$ cat src/rtl/deb_pkg.sv
package deb_pkg;
   typedef enum logic [1:0] {
      ST_LOW  = 2'd0,
      ST_QUAL = 2'd1,
      ST_HIGH = 2'd2
   } deb_state_t;
endpackage

$ cat src/rtl/deb_sync.sv
module deb_sync #(
   parameter int STAGES = 2
) (
   input  logic clk,
   input  logic rst_n,
   input  logic d_i,
   output logic q_o
);
   if (STAGES < 1) begin : g_bad
      $error("deb_sync: STAGES must be at least 1");
   end

   if (STAGES == 1) begin : g_single
      logic ff_q;
      always_ff @(posedge clk or negedge rst_n) begin
         if (!rst_n) ff_q <= 1'b0;
         else        ff_q <= d_i;
      end
      assign q_o = ff_q;
   end else begin : g_chain
      logic [STAGES-1:0] chain_q;
      always_ff @(posedge clk or negedge rst_n) begin
         if (!rst_n) chain_q <= '0;
         else        chain_q <= {chain_q[STAGES-2:0], d_i};
      end
      assign q_o = chain_q[STAGES-1];
   end
endmodule

$ cat src/rtl/deb_qual_cnt.sv
module deb_qual_cnt #(
   parameter int QUAL_N = 20,
   localparam int CNT_W = $clog2(QUAL_N + 1)
) (
   input  logic             clk,
   input  logic             rst_n,
   input  logic             start_i,
   input  logic             step_i,
   input  logic             clr_i,
   output logic             last_o,
   output logic [CNT_W-1:0] cnt_o
);
   localparam logic [CNT_W-1:0] LAST_VAL = CNT_W'(QUAL_N - 1);

   logic [CNT_W-1:0] cnt_q;

   always_ff @(posedge clk or negedge rst_n) begin
      if (!rst_n)       cnt_q <= '0;
      else if (clr_i)   cnt_q <= '0;
      else if (start_i) cnt_q <= CNT_W'(1);
      else if (step_i)  cnt_q <= cnt_q + CNT_W'(1);
   end

   assign last_o = (cnt_q == LAST_VAL);
   assign cnt_o  = cnt_q;

   AST_CNT_BOUND: assert property (@(posedge clk) disable iff (!rst_n)
      cnt_q < CNT_W'(QUAL_N));

   AST_STEP_NOT_LAST: assert property (@(posedge clk) disable iff (!rst_n)
      step_i |-> !last_o);
endmodule

$ cat src/rtl/asym_debounce.sv
module asym_debounce
   import deb_pkg::*;
#(
   parameter int QUAL_N      = 20,
   parameter int SYNC_STAGES = 2,
   localparam int CNT_W      = $clog2(QUAL_N + 1)
) (
   input  logic clk,
   input  logic rst_n,
   input  logic tick_i,
   input  logic raw_i,
   input  logic early_rpt_i,
   output logic level_o,
   output logic rise_o,
   output logic fall_o
);
   if (QUAL_N < 2) begin : g_bad_n
      $error("asym_debounce: QUAL_N must be at least 2");
   end

   logic             samp;
   logic             cnt_last;
   logic [CNT_W-1:0] cnt_val;
   logic             cnt_start, cnt_step, cnt_clr;
   deb_state_t       state_q, state_d;
   logic             early_q;
   logic             rise_d, fall_d;
   logic             rise_q, fall_q;

   deb_sync #(.STAGES(SYNC_STAGES)) i_sync (
      .clk   (clk),
      .rst_n (rst_n),
      .d_i   (raw_i),
      .q_o   (samp)
   );

   deb_qual_cnt #(.QUAL_N(QUAL_N)) i_cnt (
      .clk     (clk),
      .rst_n   (rst_n),
      .start_i (cnt_start),
      .step_i  (cnt_step),
      .clr_i   (cnt_clr),
      .last_o  (cnt_last),
      .cnt_o   (cnt_val)
   );

   always_comb begin
      state_d   = state_q;
      rise_d    = 1'b0;
      fall_d    = 1'b0;
      cnt_start = 1'b0;
      cnt_step  = 1'b0;
      cnt_clr   = 1'b0;
      if (tick_i) begin
         unique case (state_q)
            ST_LOW: begin
               if (samp) begin
                  state_d   = ST_QUAL;
                  cnt_start = 1'b1;
                  rise_d    = early_rpt_i;
               end
            end
            ST_QUAL: begin
               if (!samp) begin
                  state_d = ST_LOW;
                  cnt_clr = 1'b1;
                  fall_d  = early_q;
               end else if (cnt_last) begin
                  state_d = ST_HIGH;
                  cnt_clr = 1'b1;
                  rise_d  = !early_q;
               end else begin
                  cnt_step = 1'b1;
               end
            end
            ST_HIGH: begin
               if (!samp) begin
                  state_d = ST_LOW;
                  fall_d  = 1'b1;
               end
            end
            default: state_d = ST_LOW;
         endcase
      end
   end

   always_ff @(posedge clk or negedge rst_n) begin
      if (!rst_n) begin
         state_q <= ST_LOW;
         early_q <= 1'b0;
         rise_q  <= 1'b0;
         fall_q  <= 1'b0;
      end else begin
         state_q <= state_d;
         rise_q  <= rise_d;
         fall_q  <= fall_d;
         if (cnt_start) early_q <= early_rpt_i;
      end
   end

   assign level_o = (state_q == ST_HIGH) || ((state_q == ST_QUAL) && early_q);
   assign rise_o  = rise_q;
   assign fall_o  = fall_q;

   AST_RISE_FALL_EXCL: assert property (@(posedge clk) disable iff (!rst_n)
      !(rise_o && fall_o));

   AST_RISE_ONE_CYCLE: assert property (@(posedge clk) disable iff (!rst_n)
      rise_o |=> !rise_o);

   AST_FALL_ONE_CYCLE: assert property (@(posedge clk) disable iff (!rst_n)
      fall_o |=> !fall_o);

   AST_RISE_LEVEL: assert property (@(posedge clk) disable iff (!rst_n)
      rise_o |-> level_o);

   AST_FALL_LEVEL: assert property (@(posedge clk) disable iff (!rst_n)
      fall_o |-> !level_o);

   AST_NO_TICK_HOLD: assert property (@(posedge clk) disable iff (!rst_n)
      !tick_i |=> ($stable(level_o) && !rise_o && !fall_o));

   AST_HIGH_FROM_QUAL: assert property (@(posedge clk) disable iff (!rst_n)
      (state_q == ST_HIGH && $past(state_q) != ST_HIGH) |-> $past(cnt_last));
endmodule

$ cat config.mk
export PLATFORM = sky130hd
export DESIGN_NAME = asym_debounce
export DESIGN_NICKNAME = d
export VERILOG_FILES = /design/src/rtl/deb_pkg.sv /design/src/rtl/deb_sync.sv /design/src/rtl/deb_qual_cnt.sv /design/src/rtl/asym_debounce.sv
export SDC_FILE = /design/constraint.sdc
export NUM_CORES = 1
export LEC_CHECK = 0
export ABC_AREA = 1
export BUFFER_PORTS_ARGS = -buffer_cell sky130_fd_sc_hd__buf_4
export CORE_MARGIN = 10
export CORE_UTILIZATION = 40
export CTS_CLUSTER_DIAMETER = 80
export DETAILED_ROUTE_END_ITERATION = 8
export PLACE_DENSITY = 0.66
export REMOVE_ABC_BUFFERS = 1
export SYNTH_ARGS = -nofsm -noshare
export SYNTH_HDL_FRONTEND = slang
export SYNTH_SLANG_ARGS = --single-unit
$ cat constraint.sdc
create_clock -name clk -period 1.5 [get_ports clk]
set_input_delay 0.45 -clock clk [delete_from_list [all_inputs] [get_ports clk]]
set_output_delay 0.45 -clock clk [all_outputs]
set_load 0.05 [all_outputs]
; ---- After elaboration in Yosys (flattened, before gate mapping)
; Cells that the tools add are included.
[totals]
ff_bits = 12
out_inout_bits = 3
word_cells = 47
inputBits = 5
[classes]
add_sub_neg = 1
mux = 28
n_eq_ne = 6
n_reduce_logical = 6
[ops]
columns = op, n
row1 = 1-bit two-way mux, 18
row2 = 5-bit two-way mux, 3
row3 = 2-bit two-way mux, 4
row4 = 2-bit one-hot mux with 3 select lines, 1
row5 = 5-bit by 1-bit adder with 5-bit output (second input constant), 1
row6 = 5-bit == test (second input constant), 1
row7 = 1-bit one-hot mux with 2 select lines, 2
row8 = 4-bit AND reduction, 1
row9 = 3-bit inequality test (second input constant), 1
row10 = 3-bit nonzero test, 1
row11 = 2-bit by 1-bit == test with 1-bit output (second input constant), 1
row12 = 2-bit == test (second input constant), 1
row13 = 2-bit logical NOT, 1
row14 = 2-bit by 1-bit inequality test with 1-bit output (second input constant), 1
row15 = 2-bit inequality test (second input constant), 1
row16 = 1-bit logical AND, 1
row17 = 1-bit logical NOT, 1
row18 = 1-bit logical OR, 1

; ---- Longest topological paths before layout
[depth]
depth_word = 8
mapped_depth = 8
mapped_depth_nobuf = 8

; ---- Modules after synthesis
; Synthesis repeated with hierarchy kept, for this count alone.
[hier_totals]
cells_unflattened = 84
hier_area_um2 = 664.4
[by_module_without_submodules]
columns = module, seq_area_each_um2, instances, cells_per_inst, area_per_inst_um2
row1 = asym_debounce, 125.1, 1, 48, 359.1
row2 = deb_qual_cnt, 125.1, 1, 34, 255.2
row3 = deb_sync, 50.0, 1, 2, 50.0

; ---- Worst setup path after synthesis
; No wires, ideal clock.
[synth_timing]
kind = reg2out
from = reg state_q[1]
to = out level_o
arrival_ns = 1.039
path_slack_ns = 0.011
path_stages_with_launch = 5
required_ns = 1.050
n_path_buf = 0
cell_sequence = dfrtp_1 inv_1 ha_1 a21oi_1 inv_1
[synth_via]
elab_chain_cells = 3
elab_cells_between_ends = 4
cone_classes = eq/ne: 2 / reduce/logical: 2
[synth_rtl]
columns = element, line_no
row1 = start: declaration, asym_debounce.sv:25  ; deb_state_t state_q, state_d;
row2 = start signal: assignment, asym_debounce.sv:94  ; state_q <= state_d;
row3 = 2-bit by 1-bit == test with 1-bit output, asym_debounce.sv:101  ; assign level_o = (state_q == ST_HIGH) || ((state_q == ST_QUAL) && early_q);
row4 = 1-bit logical AND, asym_debounce.sv:101
row5 = 1-bit logical OR (*), asym_debounce.sv:101
row6 = end: declaration, asym_debounce.sv:13  ; output logic level_o,
; Mark *: on every way between the ends. The rest lies on a longest branch, timed or not.

; ---- Worst setup path after layout
[layout_timing]
from = reg state_q[0]
to = out level_o
; Same word-level chain as after synthesis.

==> out/results.ini <==
[setup_path]
crit_fanout = 3
cp_common_cell = inv_1
worstPathRequired_ns = 1.05
cp_slowest_stage_delay_ns = 0.38
slowest_stage = dfrtp_1
ff2ff_setup_slack_ns = 0.16
worst_ep_arrival_time_ns = 1.23
critPathTopFamily = flip-flops
crit_type = flip-flop to output port
end_kind = output port
cp_cell_sequence = inv_1 > ha_2 > a21oi_2 > inv_1 > buf_6
crit_buf_inv = 3
worstSetupStartpointType = flip-flop

[timing]
rsz0062_at_grt = yes
finalCritPeriodShare = 1.12
setup_slack_ns = -0.183
drv_slew = 0
fin_worst_skew_ns = 0.00208
worst_pin_slew_ns = 0.266
hold_viol = 0
setup_viol = 1
fmax_mhz = 594
fin_tns_setup_ns = -0.183
whs_ns = 0.286
period_needed_ns = 1.68
slew_headroom = 0.821

[route]
drc = 0
vias = 552
first_pass_iters = 4
drt_iter0_markers = 17
viasPerCell = 4.60
drtAntennaViolNets = 0
post_drt_wl_per_cell_um = 9.68
drt_wl_total_mm = 1.16

[place]
dp_hpwl_um = 940
placed_cell_area_um2 = 787
numPortBuffers = 7
gp_congestion = 0.749

[die]
fp.dieW_um = 61.6
die-height_um = 61.6
io_pins = 8
dieArea_mm2 = 0.00379
core_mm2 = 0.00158
rows = 14
initial_core_util = 0.439

[grt]
grt_max_degree = 13
grt_use_met3 = 0.0473
grt_pass1_wl_mm = 1.97
grt_use_total = 0.0703
gr-usage-met2 = 0.120
busiest_layer = met2
antenna_found_initial = 0
grt_pass1_vias = 499
overflow = 0
grtUsageMet1 = 0.0718

[cells_and_area]
antennaDiodeCount = 0
multiInputGateArea_um2 = 348
drive_above_1_share = 0.240
fill_cells = 151
fin_util = 0.546
stdcell_area_um2 = 861
register_area_um2 = 300
area_growth_pct = 24.4
layout.nets = 115

[clock_network]
cts_buffers = 3
cts_root_buffer = clkbuf_4
post_cts_buffers = 0
clock-sinks = 12
clock_latency_ns = 0.27
cts_max_level = 1
cts.path.max_buffers = 2
path_clk_slew_ns = 0.07
cts_tree = built

[synth]
synth_area_leaders = dfrtp_1 (43%), nand2_1 (15%), inv_1 (9.2%)
seq_area_frac_synth = 0.434
syn_area_um2 = 692
ys_warn_count = 0
synth.distinct_cells = 18
synth_top_area_frac = 0.434
syn-instance-count = 89
syn_area_per_cell_um2 = 7.77
synth_largest_area_cell = dfrtp_1
ys_ff_latch = 12

[run]
cap_violations = 0

[pwr]
power_leakage_nw = 0.480
p_per_area_mw_per_mm2 = 1810
ir_worst_vdd_v = 0.00112

[status]
violations = negative setup slack
outcome = finished, violations left

[hold_path]
hold_class = primary input to flip-flop

registers in the layout, indices dropped and copies added, names as in the netlist:
name                    cells
i_cnt.cnt_o                 5
i_sync.g_chain.chain_q      2
state_q                     2
early_q                     1
fall_o                      1
rise_o                      1
power breakdown:
part	switching, W	total (W)	internal, W
Sequential	0.0000971	0.000515	0.000418
Clock	0.0000959	0.000243	0.000147
Combinational	0.000463	0.000801	0.000338
Total	0.000656	0.00156	0.000904
logic make-up after synthesis:
family                   after synthesis  share of synthesized area
AO/OA/AOI/OAI                          6                     0.0506
XOR/XNOR                               1                     0.0127
adder cells (fa/ha/maj)                5                     0.0904
buffers and inverters                 18                     0.0976
flip-flops                            12                      0.434
AND/OR/NAND/NOR                       47                      0.315
layout make-up:
type,instances,area share
Clock buffer,4,0.0422
Inverter,18,0.0785
Multi-Input combinational cell,59,0.404
Sequential cell,12,0.349
Tap cell,16,0.0233
Timing Repair Buffer,11,0.103
layout by cell type, fill, tap and decap left out, types with 2 or more instances in the layout:
cell	instances
dfrtp_1	12
clkbuf_4	3
nor2_1	6
nand4_1	2
inv_1	16
inv_2	2
ha_2	2
ha_1	2
nand2_1	27
o21ai_0	2
buf_4	9
nand2_2	2
o21bai_1	2
nand3_1	6
metal layers:
layer / up-vias / routed length (um) / part of all wire
li1: 304 / - / -
met3: 3 / 111 / 0.096
met2: 11 / 494 / 0.43
met4: 0 / 8 / 0.0069
met1: 234 / 548 / 0.47
met5: - / 0 / 0
repair_timing:
action	4_1_cts	5_1_grt
gates resized for setup	5	3
hold buffers	0	1
endpoints found under the hold margin	0	5
endpoints found under the setup margin	1	5
pin swaps	1	3
final timing paths:
kind	from	cells after the start	end
setup / recovery	state_q[0]$_DFFE_PN0P_	5	level_o
hold / removal	raw_i	1	i_sync.g_chain.chain_q[0]$_DFF_PN0_
setup reg to reg	state_q[0]$_DFFE_PN0P_	9	state_q[0]$_DFFE_PN0P_
hold reg to reg	i_sync.g_chain.chain_q[0]$_DFF_PN0_	0	i_sync.g_chain.chain_q[1]$_DFF_PN0_
max in group asynchronous	rst_n	2	i_cnt.cnt_o[4]$_DFFE_PN0P_
min in group asynchronous	rst_n	2	i_cnt.cnt_o[0]$_DFFE_PN0P_
cell usage after synthesis (all sizes together):
cell and count:
nand2 30, a21oi 1, ha 5, nand3 7, o21bai 2, nand4 2, nor4 1, o21ai 3
nor2 7, xor2 1, inv 18, dfrtp 12
metrics by stage:
stage          instances  power [W]  worst slack (ns)
3_5_place_dp         115    0.00124            0.0283
6_report             120    0.00156            -0.183
4_1_cts              119    0.00153            -0.204
2_1_floorplan         89    0.00102            0.0112
3_3_place_gp         115    0.00123            0.0580
5_1_grt              120    0.00172            -0.262
Power figures use the tool's default switching activity.
